===== src/rtl/cfgld_pkg.sv =====
package cfgld_pkg;

  typedef enum logic [3:0] {
    ST_IDLE,
    ST_CLEAR,
    ST_HOLD,
    ST_RELEASE,
    ST_NEXT,
    ST_BLO,
    ST_BDAT,
    ST_BHI,
    ST_TRAIL,
    ST_END
  } ld_state_t;

  // target flags a checksum problem by asserting init before done
  function automatic logic crc_fault(input logic done_pin, input logic init_pin);
    return (!done_pin) && init_pin;
  endfunction

endpackage


===== src/rtl/cfgld_count.sv =====
module cfgld_count #(
  parameter int LIMIT = 4
) (
  input  logic clk,
  input  logic rst_n,
  input  logic clr,
  input  logic en,
  output logic hit
);
  localparam int CW = (LIMIT > 1) ? $clog2(LIMIT) : 1;

  logic [CW-1:0] cnt;

  assign hit = (cnt == CW'(LIMIT - 1));

  always_ff @(posedge clk or negedge rst_n) begin
    if (!rst_n)   cnt <= '0;
    else if (clr) cnt <= '0;
    else if (en)  cnt <= cnt + 1'b1;
  end
endmodule


===== src/rtl/cfgld_shift.sv =====
module cfgld_shift #(
  parameter int DATA_W = 8
) (
  input  logic              clk,
  input  logic              rst_n,
  input  logic              clr,
  input  logic              load,
  input  logic [DATA_W-1:0] data_in,
  input  logic              present,
  input  logic              hold_high,
  output logic              dout,
  output logic              last
);
  localparam int IW = $clog2(DATA_W + 1);

  logic [DATA_W-1:0] sreg;
  logic [IW-1:0]     idx;

  function automatic logic [DATA_W-1:0] drop_msb(input logic [DATA_W-1:0] v);
    return {v[DATA_W-2:0], 1'b0};
  endfunction

  assign last = (idx == IW'(DATA_W));

  always_ff @(posedge clk or negedge rst_n) begin
    if (!rst_n) begin
      sreg <= '0;
      idx  <= '0;
      dout <= 1'b0;
    end else if (clr) begin
      idx  <= '0;
      dout <= 1'b0;
    end else if (hold_high) begin
      dout <= 1'b1;
    end else if (load) begin
      sreg <= data_in;
      idx  <= '0;
    end else if (present) begin
      dout <= sreg[DATA_W-1];
      sreg <= drop_msb(sreg);
      idx  <= idx + 1'b1;
    end
  end
endmodule


===== src/rtl/serial_cfg_loader.sv =====
module serial_cfg_loader
  import cfgld_pkg::*;
#(
  parameter int TO_CYC   = 2500000,
  parameter int STEP_CYC = 2,
  parameter int CNT_W    = 16,
  parameter int DATA_W   = 8
) (
  input  logic              clk,
  input  logic              rst_n,
  input  logic              start,
  input  logic [CNT_W-1:0]  byte_count,
  input  logic              dump_req,
  input  logic [DATA_W-1:0] in_data,
  input  logic              in_valid,
  output logic              in_ready,
  input  logic              tgt_init,
  input  logic              tgt_done,
  output logic              tgt_prog,
  output logic              tgt_cclk,
  output logic              tgt_din,
  output logic              busy,
  output logic              load_end,
  output logic              load_ok,
  output logic              crc_err,
  output logic              timeout_err,
  output logic              dump_nak
);

  ld_state_t        st_q, st_d;
  logic [CNT_W-1:0] rem_q;
  logic             ph_q;

  // named internal events
  logic start_acc, accept, fault_now, wait_hit, step_hit, bit_last;
  logic to_hit, crc_hit, ok_hit, state_chg, owed;

  assign owed      = (rem_q != '0);
  assign fault_now = crc_fault(tgt_done, tgt_init);
  assign start_acc = (st_q == ST_IDLE) && start;
  assign in_ready  = (st_q == ST_NEXT) && owed && !fault_now;
  assign accept    = in_ready && in_valid;

  always_comb begin
    st_d    = st_q;
    to_hit  = 1'b0;
    crc_hit = 1'b0;
    ok_hit  = 1'b0;
    unique case (st_q)
      ST_IDLE:    if (start) st_d = ST_CLEAR;
      ST_CLEAR:   if (tgt_init) st_d = ST_HOLD;
                  else if (wait_hit) to_hit = 1'b1;
      ST_HOLD:    if (step_hit) st_d = ST_RELEASE;
      ST_RELEASE: if (!tgt_init) st_d = ST_NEXT;
                  else if (wait_hit) to_hit = 1'b1;
      ST_NEXT:    if (!owed) st_d = ST_TRAIL;
                  else if (fault_now) crc_hit = 1'b1;
                  else if (in_valid) st_d = ST_BLO;
      ST_BLO:     if (step_hit) st_d = ST_BDAT;
      ST_BDAT:    if (step_hit) st_d = ST_BHI;
      ST_BHI:     if (step_hit) st_d = bit_last ? ST_NEXT : ST_BLO;
      ST_TRAIL:   if (tgt_done) ok_hit = 1'b1;
                  else if (wait_hit) to_hit = 1'b1;
      ST_END:     st_d = ST_IDLE;
      default:    st_d = ST_IDLE;
    endcase
    if (to_hit || crc_hit || ok_hit) st_d = ST_END;
  end

  assign state_chg = (st_d != st_q);

  cfgld_count #(.LIMIT(TO_CYC)) u_wait (
    .clk(clk), .rst_n(rst_n), .clr(state_chg),
    .en(st_q inside {ST_CLEAR, ST_RELEASE, ST_TRAIL}),
    .hit(wait_hit)
  );

  cfgld_count #(.LIMIT(STEP_CYC)) u_step (
    .clk(clk), .rst_n(rst_n),
    .clr(state_chg || ((st_q == ST_TRAIL) && step_hit)),
    .en(st_q inside {ST_HOLD, ST_BLO, ST_BDAT, ST_BHI, ST_TRAIL}),
    .hit(step_hit)
  );

  cfgld_shift #(.DATA_W(DATA_W)) u_shift (
    .clk(clk), .rst_n(rst_n), .clr(start_acc), .load(accept),
    .data_in(in_data),
    .present((st_q == ST_BLO) && step_hit),
    .hold_high((st_q == ST_NEXT) && !owed),
    .dout(tgt_din), .last(bit_last)
  );

  always_ff @(posedge clk or negedge rst_n) begin
    if (!rst_n) begin
      st_q        <= ST_IDLE;
      rem_q       <= '0;
      ph_q        <= 1'b0;
      load_ok     <= 1'b0;
      crc_err     <= 1'b0;
      timeout_err <= 1'b0;
      dump_nak    <= 1'b0;
    end else begin
      st_q     <= st_d;
      dump_nak <= dump_req;
      if (st_q != ST_TRAIL) ph_q <= 1'b0;
      else if (step_hit)    ph_q <= ~ph_q;
      if (start_acc)   rem_q <= byte_count;
      else if (accept) rem_q <= rem_q - 1'b1;
      if (start_acc) begin
        load_ok     <= 1'b0;
        crc_err     <= 1'b0;
        timeout_err <= 1'b0;
      end else begin
        if (ok_hit)  load_ok     <= 1'b1;
        if (crc_hit) crc_err     <= 1'b1;
        if (to_hit)  timeout_err <= 1'b1;
      end
    end
  end

  assign tgt_prog = (st_q == ST_CLEAR) || (st_q == ST_HOLD);
  assign tgt_cclk = (st_q == ST_BHI) || ((st_q == ST_TRAIL) && ph_q);
  assign busy     = (st_q != ST_IDLE);
  assign load_end = (st_q == ST_END);

  assert_ready_quiet_R6: assert property (@(posedge clk) disable iff (!rst_n)
    in_ready |-> (!tgt_cclk && !tgt_prog));

  assert_crc_cause_R7: assert property (@(posedge clk) disable iff (!rst_n)
    $rose(crc_err) |-> $past(!tgt_done && tgt_init));

  assert_data_setup_R5: assert property (@(posedge clk) disable iff (!rst_n)
    $rose(tgt_cclk) |-> $stable(tgt_din));

  assert_end_single_R10: assert property (@(posedge clk) disable iff (!rst_n)
    load_end |=> !load_end);

  assert_one_status_R10: assert property (@(posedge clk) disable iff (!rst_n)
    $countones({load_ok, crc_err, timeout_err}) <= 1);

  assert_dump_refused_R9: assert property (@(posedge clk) disable iff (!rst_n)
    dump_req |=> dump_nak);

  assert_timeout_ends_R3: assert property (@(posedge clk) disable iff (!rst_n)
    $rose(timeout_err) |-> (load_end && !tgt_prog));

endmodule


===== config.mk =====
export PLATFORM = sky130hd
export DESIGN_NAME = serial_cfg_loader
export DESIGN_NICKNAME = d
export VERILOG_FILES = /design/src/rtl/cfgld_pkg.sv /design/src/rtl/cfgld_count.sv /design/src/rtl/cfgld_shift.sv /design/src/rtl/serial_cfg_loader.sv
export SDC_FILE = /design/constraint.sdc
export NUM_CORES = 1
export LEC_CHECK = 0
export BUFFER_PORTS_ARGS = -buffer_cell sky130_fd_sc_hd__buf_2
export CORE_UTILIZATION = 40
export DETAILED_ROUTE_END_ITERATION = 8
export MAX_ROUTING_LAYER = met4
export PLACE_DENSITY = 0.56
export SYNTH_ARGS = -nofsm -noshare
export SYNTH_HDL_FRONTEND = slang
export SYNTH_SLANG_ARGS = --single-unit
export TNS_END_PERCENT = 100

===== constraint.sdc =====
create_clock -name clk -period 6.3 [get_ports clk]
set_input_delay 0 -clock clk [delete_from_list [all_inputs] [get_ports clk]]
set_output_delay 0 -clock clk [all_outputs]
set_load 0.02 [all_outputs]

==> results of run 1 <==
sequential cells by signal (all words and copies together), names as in the netlist:
signal	count
dump_nak	1
u_shift.idx	4
ph_q	1
u_step.hit	1
u_wait.cnt	22
u_shift.dout	1
timeout_err	1
st_q	4
u_shift.sreg	8
crc_err	1
rem_q	16
load_ok	1
how the worst max path moves through the flow:
stage                                    start                      to  slack [ns]  depth (start not counted)
final                        st_q[2]$_DFF_PN0_    rem_q[2]$_DFFE_PN0N_        3.22                          6
after CTS                    st_q[2]$_DFF_PN0_    rem_q[6]$_DFFE_PN0N_        3.26                          6
after global routing         st_q[2]$_DFF_PN0_    rem_q[2]$_DFFE_PN0N_        2.91                          6
after floorplan           rem_q[0]$_DFFE_PN0N_  u_step.hit$_DFFE_PN0P_        4.26                          9
after detailed placement     st_q[2]$_DFF_PN0_    rem_q[6]$_DFFE_PN0N_        3.27                          6
after global placement       st_q[2]$_DFF_PN0_    rem_q[2]$_DFFE_PN0N_        3.40                          6
cell usage in the layout, fill, tap and decap left out, types with 3 or more instances in the layout:
cell,instances
xor2_1,11
xnor2_1,21
nor4b_1,3
or2_2,4
nand3b_1,5
nor4_4,3
dfrtp_1,61
nor4_1,4
dlygate4sd3_1,27
a31oi_1,9
nor2b_1,7
nor3_1,12
clkbuf_8,10
nand2_1,42
nand3_1,18
inv_1,9
ha_1,4
o21ai_0,18
nor2_1,41
nand2b_1,6
nand4_1,5
or3_1,5
buf_2,40
nor2_2,20
a21oi_1,15
power groups by stage:
stage	sequential, uW	clock [uW]	combinational, uW
2_1_floorplan	575	0	540
3_3_place_gp	631	0	573
3_5_place_dp	632	0	581
4_1_cts	626	358	595
5_1_grt	646	377	670
6_report	628	349	586
per-layer routing:
metal | GRT usage (%) | wire (um)
met5 | - | 0
met4 | 8.21 | 108
met3 | 3.48 | 194
met2 | 31.5 | 3720
met1 | 25.8 | 3850
kinds of logic after synthesis:
| group | after synthesis |
|---|---|
| fa+ha+maj | 4 |
| buf+inv | 27 |
| simple gates | 192 |
| xor+xnor | 32 |
| mux | 2 |
| flops | 61 |
| compound gates | 63 |
final cells by class:
cell class	count	area, um^2	share of cell area [%]
Clock buffer	12	145	3.45
Clock inverter	4	47.5	1.13
Inverter	9	33.8	0.803
Multi-Input combinational cell	293	1840	43.8
Sequential cell	61	1530	36.3
Tap cell	105	131	3.12
Timing Repair Buffer	68	478	11.4
worst max-delay path: stages, from the launching register on:
cell     delay (ns)
dfrtp_1        0.77
nor2b_1        0.33
and2_1         0.23
nand3_1        0.74
nand2_1        0.42
o21ai_0        0.15
a221o_1        0.32
through the flow:
step | std cells | worst slack [ns] | power (uW) | cell area, um^2
2_1_floorplan | 381 | 4.26 | 1120 | 3510
3_3_place_gp | 509 | 3.40 | 1200 | 3740
3_5_place_dp | 509 | 3.27 | 1210 | 3740
4_1_cts | 552 | 3.26 | 1580 | 4210
5_1_grt | 552 | 2.91 | 1690 | 4210
6_report | 552 | 3.22 | 1560 | 4210
timing repair:
item	4_1_cts	5_1_grt
resized for setup	0	0
hold buffers	27	0
hold endpoints to repair	55	0
synthesized netlist by cell type (all sizes together), types with 2 or more instances:
cell type	n
a221o	2
nor2	61
nand3	19
o211ai	2
xnor2	21
and2	2
nor4b	3
nand2b	6
a31oi	9
buf	10
a21o	2
a21oi	15
dfrtp	61
nor4	9
nor2b	7
nand2	43
nand3b	5
inv	9
ha	4
clkbuf	8
nand4	6
xor2	11
and3	2
or3	5
o21ai	18
or2	4
o21a	2
nor4bb	2
nor3b	2
nor3	13
==> summary.txt, run 1 <==
Outcome
  • Status: complete, no violations

Yosys
  • Register area share after synthesis: 43.4%
  • Simple-gate share of the synthesized area: 30.4%
  • Top post-synthesis cells by area: dfrtp_1 43%, xnor2_1 5.2%, nand2_1 4.5%
  • Synthesized area per cell: 9.22 um^2
  • Synth Instances: 381
  • Synth top area share: 43.4%
  • Post-synth EDFFs: 0
  • Top_reg_cell synth: dfrtp_1
  • YS warnings: 0
  • Synth area leader: dfrtp_1
  • Mapped Area: 3510 um^2
  • Area fraction in compound gates after synthesis: 12.1%
  • Mux contribution to synthesized area: 0.605%
  • Main combinational cell family by area after synthesis: simple AND/OR/NAND/NOR gates
  • Flops & latches, synth: 61
  • Post-synthesis adder-cell area fraction: 1.42%
  • Xor and xnor fraction of the mapped netlist area: 7.98%
  • Ys async rst share: 100%
  • Synth cell types: 59
  • Syn nets: 416

Worst setup path
  • R2r endpoint: rem_q[2]$_DFFE_PN0N_
  • Worst EP required: 6.52 ns
  • Worst Setup End Kind: flop
  • Flop-to-flop setup slack: 3.22 ns
  • Origin of the critical flop-to-flop path: st_q[2]$_DFF_PN0_
  • Worst reg-to-reg path cell count: 6
  • Critical path class: flop to flop
  • Crit path DAT: 3.29 ns
  • Crit path max fanout: 28
  • Startpoint types: flop

Clocking
  • Max Root-Sink Buffers: 2
  • CTS tree: done
  • Postcts setup bufs: 0
  • Worst-Skew Late Latency: 0.34 ns
  • H-tree depth: 3
  • Sinks on Clock Net: 61
  • CTS buffer count: 9
  • Root Driver: clkbuf_8
  • Worst-path clk slew: 0.07 ns

Floorplanning
  • Die width: 95.7 um
  • Die area: 9160 um^2
  • Core area: 8340 um^2
  • Ports: 41
  • Starting Density: 42.1%
  • Row cnt: 33
  • Die height: 95.7 um

Power and ir drop
  • VDD IR max: 0.000206 V
  • Power Density: 372 nW/um^2
  • Comb pwr share: 37.5%
  • Switch Pwr: 644 uW
  • Clk pwr share: 22.3%
  • Part of the power in registers: 40.2%
  • Switch share: 41.2%
  • Pint: 919 uW
  • Lkg Pwr: 0.00175 uW

Cells and area
  • Fillers: 809
  • Fin nets: 477
  • Final core utilization: 50.4%
  • Share of layout cells above drive strength 1: 21.0%
  • N_diodes: 0
  • Area Growth Syn to Fin: 19.7%

STA
  • Setup TNS: 0 ns
  • Actual slew at the worst max-slew pin: 1.05 ns
  • Fin crit share: 48.8%
  • Unrepaired setup endpoints after global routing: false
  • Max Slew Vio Count: 0
  • Slew margin rel.: 29.6%
  • Clock Skew: 0.0140 ns
  • F_max: 325 MHz
  • # setup viols final: 0
  • Final hold slack: 0.149 ns
  • Final min period: 3.08 ns
  • Final Hold Vio Count: 0

Worst hold path
  • Hold path depth: 4
  • Hold Path Sink: st_q[2]$_DFF_PN0_
  • Hold Crit Class: input pin to flop
  • Hold_sp: tgt_init

GRT
  • Initial antenna violation count: 0
  • First-pass GRT wire length: 13.7 mm
  • Largest net degree at the start of global routing: 33
  • Total global routing overflow: 0
  • GRT Util Overall: 20.1%
  • Vias in the first global route: 2,897

Run
  • Max-cap violations: 0

Routing
  • Initial DRC count: 237
  • DRC violations left: 0
  • Detail Route Antenna Nets: 0
  • Avg WL per Cell: 14.3 um
  • Avg Vias per Cell: 5.26
  • Vias: 2,901
  • WL final: 7.87 mm
  • Pre-Repair DR Iteration Count: 4

Placement
  • Detail Placement HPWL: 5.29 mm
  • Port Buffers: 40
  • GP Congestion: 0.815
No activity file was read; power rests on OpenSTA's default activity.
==> run 2, diff against run 1 <==
Settings changed: ABC_AREA set to 1, PLACE_DENSITY 0.56 to 0.58.
Clock period 6.3 ns to 2.5 ns, I/O delays scaled along.
==> run 2 against run 1 <==
Hold slack lost 0.084 ns. Register-to-register slack lost 3.0 ns. Utilization increased by 1.4 points. Power grew to 2.8 times the previous value. Global-route usage decreased by 0.11 points. Critical path depth is 5 higher. Largest cell class unchanged. Largest power group is now combinational cells.
==> summary.txt, run 2 <==
Outcome
  • Status: complete, no violations

Routing
  • WL final: 8.92 mm (+13%)
  • Initial DRC count: 154 (-35%)
  • Pre-Repair DR Iteration Count: 4 (unchanged)
  • DRC violations left: 0 (unchanged)
  • Vias: 3,309 (+14%)
  • Detail Route Antenna Nets: 0 (unchanged)
  • Avg WL per Cell: 13.6 um (-4.4%)
  • Avg Vias per Cell: 5.05 (-3.9%)

Worst setup path
  • Slowest library cell on the worst path: dfrtp_1
  • Worst EP required: 2.75 ns (-3.77 ns)
  • Buf/Inv on CP: 2 (+2)
  • Cell mode on critical path: nand2_2
  • Worst path max stage delay: 0.36 ns (-0.41 ns)
  • Worst Setup End Kind: flop
  • Crit path DAT: 2.56 ns (-0.73 ns)
  • Crit path max fanout: 23 (-18%)
  • Cells along the critical path: inv_1 > ha_2 > nand2_1 > nor2_2 > nand2_2 > nand3_2 > nand4_1 > a21oi_2 > nand2_2 > buf_4 > nor3_1
  • Startpoint types: flop
  • CP top delay family: simple AND/OR/NAND/NOR gates
  • Critical path class: flop to flop

Clocking
  • CTS tree: done
  • Postcts setup bufs: 0 (unchanged)
  • Root Driver: clkbuf_8
  • Worst-Skew Late Latency: 0.34 ns (about the same)
  • H-tree depth: 3 (unchanged)
  • Sinks on Clock Net: 61 (unchanged)
  • CTS buffer count: 9 (unchanged)
  • Worst-path clk slew: 0.07 ns (about the same)
  • Max Root-Sink Buffers: 2 (unchanged)

Power and ir drop
  • Power Density: 949 nW/um^2 (+160%)
  • Lkg Pwr: 0.00209 uW (+19%)
  • VDD IR max: 0.000523 V (+150%)

Yosys
  • Flops & latches, synth: 61 (unchanged)
  • Synth cell types: 34 (-42%)
  • Top post-synthesis cells by area: dfrtp_1 41%, nand2_1 11%, xor2_1 5.9%
  • Syn nets: 499 (+20%)
  • Post-synthesis adder-cell area fraction: 1.35% (-0.077 points)
  • Post-synth EDFFs: 0 (unchanged)
  • Top_reg_cell synth: dfrtp_1
  • Ys async rst share: 100% (unchanged)
  • Synth area leader: dfrtp_1
  • Count leader, synth: nand2_1
  • Xor and xnor fraction of the mapped netlist area: 7.54% (-0.43 points)
  • Mapped Area: 3710 um^2 (+5.7%)
  • Post-synth top cells: 106 x nand2_1, 61 x dfrtp_1, 54 x inv_1, 51 x nor2_1, 27 x nand3_1
  • Register area share after synthesis: 41.1% (-2.4 points)
  • Area fraction in compound gates after synthesis: 6.33% (-5.7 points)
  • Mux contribution to synthesized area: 0.269% (-0.34 points)
  • Main combinational cell family by area after synthesis: simple AND/OR/NAND/NOR gates
  • Simple-gate share of the synthesized area: 35.3% (+4.9 points)
  • Synth top area share: 41.1% (-2.4 points)
  • Synth Instances: 464 (+22%)
  • YS warnings: 0 (unchanged)
  • Synthesized area per cell: 8.01 um^2 (-13%)

Floorplanning
  • Die area: 9680 um^2 (+5.6%)
  • Ports: 41 (unchanged)
  • Die height: 98.4 um (+2.8%)
  • Die width: 98.4 um (+2.8%)
  • Row cnt: 34 (+3.0%)
  • Core area: 8850 um^2 (+6.1%)
  • Starting Density: 42.0% (-0.14 points)

Run
  • Max-cap violations: 0 (unchanged)

STA
  • Max Slew Vio Count: 0 (unchanged)
  • Setup TNS: 0 ns (unchanged)
  • Actual slew at the worst max-slew pin: 0.410 ns (-0.642 ns)
  • Final min period: 2.31 ns (-0.762 ns)
  • # setup viols final: 0 (unchanged)
  • Clock Skew: 0.0119 ns (-0.00217 ns)
  • F_max: 432 MHz (+33%)
  • Fin crit share: 92.6% (+44 points)
  • Final Hold Vio Count: 0 (unchanged)
  • Slew margin rel.: 72.7% (+43 points)
  • Unrepaired setup endpoints after global routing: false

Placement
  • Detail Placement HPWL: 6.11 mm (+16%)
  • GP Congestion: 1.01 (+24%)
  • Placed cells: 612 (+20%)
  • Port Buffers: 40 (unchanged)

Cells and area
  • N_diodes: 0 (unchanged)
  • Fin nets: 577 (+21%)
  • Commonest cells after routing, fill and taps aside: 106 x nand2_1, 61 x dfrtp_1, 54 x inv_1, 51 x nor2_1, 40 x buf_2
  • Top reg by flops: u_wait.cnt
  • Max reg flops: 22 (unchanged)
  • Commonest non-fill, non-tap cell in the layout: nand2_1
  • Share of layout cells above drive strength 1: 21.9% (+0.91 points)
  • Largest regs: u_wait.cnt x22, rem_q x16, u_shift.sreg x8
  • Cell Count, Final, Fillers Out: 655 (+19%)
  • Area Growth Syn to Fin: 23.4%

GRT
  • Initial antenna violation count: 0 (unchanged)
  • GRT Util Overall: 20.0% (-0.11 points)
  • First-pass GRT wire length: 14.9 mm (+8.7%)
  • Total global routing overflow: 0 (unchanged)
  • Vias in the first global route: 3,329 (+15%)
  • Largest net degree at the start of global routing: 24 (-27%)

Worst hold path
  • Hold Crit Class: input pin to flop
==> run 2: kinds of logic (layout without fill, tap and decap cells) <==
logic type      count (synthesis)  count (layout)
mux                             1               1
xor+xnor                       32              32
compound gates                 40              40
flops                          61              61
simple gates                  256             257
fa+ha+maj                       4               4
buf+inv                        70             152
==> run 2: report_power, final <==
group	total, uW	internal [uW]	leakage [uW]	switching (uW)
registers	1450	1230	0.000787	225
logic	1820	602	0.00118	1220
clock network	1070	689	0.000121	383
total	4350	2520	0.00209	1830
==> run 2: through the flow <==
step           utilization [%]  instance area (um^2)  power [uW]  setup slack, ns  hold WS (ns)
6_report                  51.8                  4590        4350            0.186        0.0651
5_1_grt                   51.8                  4590        4640           0.0324        0.0639
4_1_cts                   51.4                  4550        4310           0.0969        0.0482
3_5_place_dp              45.8                  4050        3190            0.128       -0.0400
3_3_place_gp              45.8                  4050        3170            0.204       -0.0438
2_1_floorplan                -                  3710        2840            0.636        -0.296
==> run 2: timing repair <==
action | in CTS | in global routing
setup endpoints to repair | 0 | 10
endpoints found under the hold margin | 41 | 0
gates resized for setup | 0 | 5
hold buffers | 26 | 0
==> run 2: metal layers <==
layer / vias to the layer above / share of wire (%) / GRT usage, %
met5: - / 0 / -
met4: 0 / 2.1 / 10.1
met3: 15 / 3.0 / 3.08
met2: 66 / 50 / 33.5
met1: 1569 / 45 / 23.4
li1: 1659 / - / -
==> run 2: worst paths after layout <==
| check | start | endpoint | slack (ns) | cells after the start |
|---|---|---|---|---|
| max | rem_q[0]$_DFFE_PN0N_ | u_wait.cnt[13]$_DFFE_PN0P_ | 0.19 | 11 |
| min | tgt_done | load_ok$_DFFE_PN0P_ | 0.07 | 3 |
| max reg2reg | rem_q[0]$_DFFE_PN0N_ | u_wait.cnt[13]$_DFFE_PN0P_ | 0.19 | 11 |
| min reg2reg | load_ok$_DFFE_PN0P_ | load_ok$_DFFE_PN0P_ | 0.54 | 2 |
| max in group asynchronous | rst_n | rem_q[8]$_DFFE_PN0N_ | 1.70 | 3 |
| min in group asynchronous | rst_n | u_wait.cnt[10]$_DFFE_PN0P_ | 0.13 | 2 |
==> run 2: layout make-up <==
cell class | count | area (um^2)
Tap cell | 108 | 135
Clock buffer | 12 | 145
Timing Repair Buffer | 77 | 543
Clock inverter | 4 | 95.1
Fill cell | 850 | 4260
Sequential cell | 61 | 1530
Inverter | 59 | 221
Multi-Input combinational cell | 334 | 1920
==> run 2: worst min-delay path, cell delays in order <==
cell	delay [ns]
buf_2	0.11
nand2_1	0.16
a21oi_1	0.09
==> run 3, diff against run 2 <==
Settings changed: ABC_AREA 1 to not set.
==> run 3 against run 2 <==
Clock power decreased by 11%. Sequential share of layout area increased by 1.9 points. First-iteration DRC count decreased by 1.9%. Clock-buffer cell count decreased by 2. Critical endpoint unchanged. Flip-flop and latch count unchanged. Clock skew decreased by 0.0030 ns. Highest routed layer unchanged. Non-clock buffer count increased by 2. Critical path type unchanged.
==> summary.txt, run 3 (same netlist as run 1, synthesis figures left out) <==
Outcome
  • Status: complete, no violations

Floorplanning
  • Die height: 95.7 um (-2.7%)
  • Die area: 9160 um^2 (-5.3%)
  • Ports: 41 (unchanged)
  • Starting Density: 42.1% (+0.14 points)
  • Core area: 8340 um^2 (-5.7%)
  • Die width: 95.7 um (-2.7%)
  • Row cnt: 33 (-2.9%)

GRT
  • Largest net degree at the start of global routing: 33 (+38%)
  • First-pass GRT wire length: 13.8 mm (-7.7%)
  • GRT Util Overall: 20.1% (+0.15 points)
  • Total global routing overflow: 0 (unchanged)
  • Vias in the first global route: 2,983 (-10%)
  • Initial antenna violation count: 0 (unchanged)

Cells and area
  • Share of layout cells above drive strength 1: 23.2% (+1.3 points)
  • Fin nets: 488 (-15%)
  • Final core utilization: 52.0% (+0.13 points)
  • Largest regs: u_wait.cnt x22, rem_q x16, u_shift.sreg x8
  • Commonest cells after routing, fill and taps aside: 61 x dfrtp_1, 42 x nand2_1, 41 x nor2_1, 40 x buf_2, 27 x dlygate4sd3_1
  • Max reg flops: 22 (unchanged)
  • Area Growth Syn to Fin: 23.3% (about the same)
  • Commonest non-fill, non-tap cell in the layout: dfrtp_1
  • Top reg by flops: u_wait.cnt
  • Design Area, Final: 4330 um^2 (-5.5%)
  • N_diodes: 0 (unchanged)

Clocking
  • H-tree depth: 3 (unchanged)
  • CTS tree: done
  • Postcts setup bufs: 0 (unchanged)
  • CTS buffer count: 9 (unchanged)
  • Max Root-Sink Buffers: 2 (unchanged)
  • Root Driver: clkbuf_8
  • Worst-path clk slew: 0.07 ns (about the same)
  • Hold buffer count at cts: 27 (+3.8%)
  • CTS resizes: 0 (unchanged)
  • Sinks on Clock Net: 61 (unchanged)
  • Worst-Skew Late Latency: 0.34 ns (about the same)

Routing
  • Avg Vias per Cell: 5.33 (+5.4%)
  • Initial DRC count: 151 (-1.9%)
  • Vias: 2,993 (-9.5%)
  • WL final: 7.99 mm (-10%)
  • Pre-Repair DR Iteration Count: 4 (unchanged)
  • DRC violations left: 0 (unchanged)
  • Detail Route Antenna Nets: 0 (unchanged)
  • Avg WL per Cell: 14.2 um (+4.3%)

Placement
  • Port Buffers: 40 (unchanged)
  • Detail Placement HPWL: 5.50 mm (-10%)
  • GP Congestion: 0.881 (-13%)
  • Area after DPL: 3850 um^2 (-5.0%)

Worst setup path
  • Critical path class: flop to flop
  • Crit path DAT: 2.58 ns (+0.02 ns)
  • Setup crit start: rem_q[0]$_DFFE_PN0N_
  • Cells along the critical path: inv_1 > ha_1 > nor4b_1 > nand4_2 > o311a_1 > o41ai_2 > nand2_2 > buf_12 > nor3b_1
  • Origin of the critical flop-to-flop path: rem_q[0]$_DFFE_PN0N_
  • Slowest library cell on the worst path: dfrtp_1
  • Worst EP required: 2.75 ns (about the same)
  • Startpoint types: flop
  • Worst Setup End Kind: flop
  • Crit path max fanout: 23 (unchanged)
  • Worst path max stage delay: 0.39 ns (+0.03 ns)

STA
  • F_max: 429 MHz (-0.64%)
  • Clock Skew: 0.00886 ns (-0.00301 ns)
  • Final min period: 2.33 ns (+0.0150 ns)
  • # setup viols final: 0 (unchanged)
  • Actual slew at the worst max-slew pin: 0.752 ns (+0.342 ns)
  • Unrepaired setup endpoints after global routing: false
  • Final Hold Vio Count: 0 (unchanged)
  • Slew margin rel.: 49.9% (-23 points)
  • Fin crit share: 93.2% (+0.60 points)
  • Setup TNS: 0 ns (unchanged)
  • Max Slew Vio Count: 0 (unchanged)

Worst hold path
  • Hold Crit Class: input pin to flop
  • Hold_sp: start

Run
  • Max-cap violations: 0 (unchanged)

Power and ir drop
  • VDD IR max: 0.000507 V (-2.9%)
  • Power Density: 972 nW/um^2 (+2.5%)
  • Lkg Pwr: 0.00183 uW (-12%)
  • Total chip power: 4210 uW (-3.2%)
==> run 3: cell count changes in the layout (fill, tap and decap cells not counted), sizes merged, moves of 14 or more <==
cell,delta
nand2,-70
inv,-49
xnor2,+14
nand3,-17
xor2,-14
nor3,-16
==> run 3: critical path, delay by kind of cell (launching register included) <==
kind / cells / cell delay (ns)
AO/OA/AOI/OAI: 2 / 0.52
flip-flops: 1 / 0.39
AND/OR/NAND/NOR: 4 / 0.88
buffers and inverters: 2 / 0.26
adder cells (fa/ha/maj): 1 / 0.18
==> run 3: final timing paths <==
kind,to,slack [ns],depth (start not counted)
max in group asynchronous,rem_q[6]$_DFFE_PN0N_,1.60,3
min in group asynchronous,load_ok$_DFFE_PN0P_,0.27,2
hold / removal,st_q[0]$_DFF_PN0_,0.08,4
setup / recovery,u_wait.cnt[13]$_DFFE_PN0P_,0.17,9
setup reg to reg,u_wait.cnt[13]$_DFFE_PN0P_,0.17,9
hold reg to reg,load_ok$_DFFE_PN0P_,0.51,2
==> run 3: through the flow <==
step	setup slack [ns]	hold slack (ns)	instances
4_1_cts	0.187	0.0608	562
3_3_place_gp	0.247	0.109	520
6_report	0.171	0.0807	562
2_1_floorplan	0.464	-0.296	381
3_5_place_dp	0.223	0.110	520
5_1_grt	0.0667	0.116	562
==> run 3: final cells by class <==
| class | instances | area [um^2] |
|---|---|---|
| Clock buffer | 10 | 138 |
| Clock inverter | 5 | 75.1 |
| Fill cell | 781 | 4010 |
| Inverter | 9 | 33.8 |
| Multi-Input combinational cell | 293 | 1840 |
| Sequential cell | 61 | 1530 |
| Tap cell | 105 | 131 |
| Timing Repair Buffer | 79 | 586 |
==> run 3: metal layers <==
metal / global-route usage (%) / part of all wire, % / wire length [um] / vias to the layer above
li1: - / - / - / 1466
met1: 25.7 / 47 / 3780 / 1434
met2: 31.3 / 47 / 3720 / 73
met3: 3.87 / 4.0 / 318 / 20
met4: 8.46 / 2.1 / 171 / 0
met5: - / 0 / 0 / -
==> run 3: power by group <==
part	leakage (uW)	switching (uW)	total, uW	internal, uW
Clock	0.000112	379	957	578
Sequential	0.000789	241	1480	1240
Combinational	0.000925	1040	1770	726
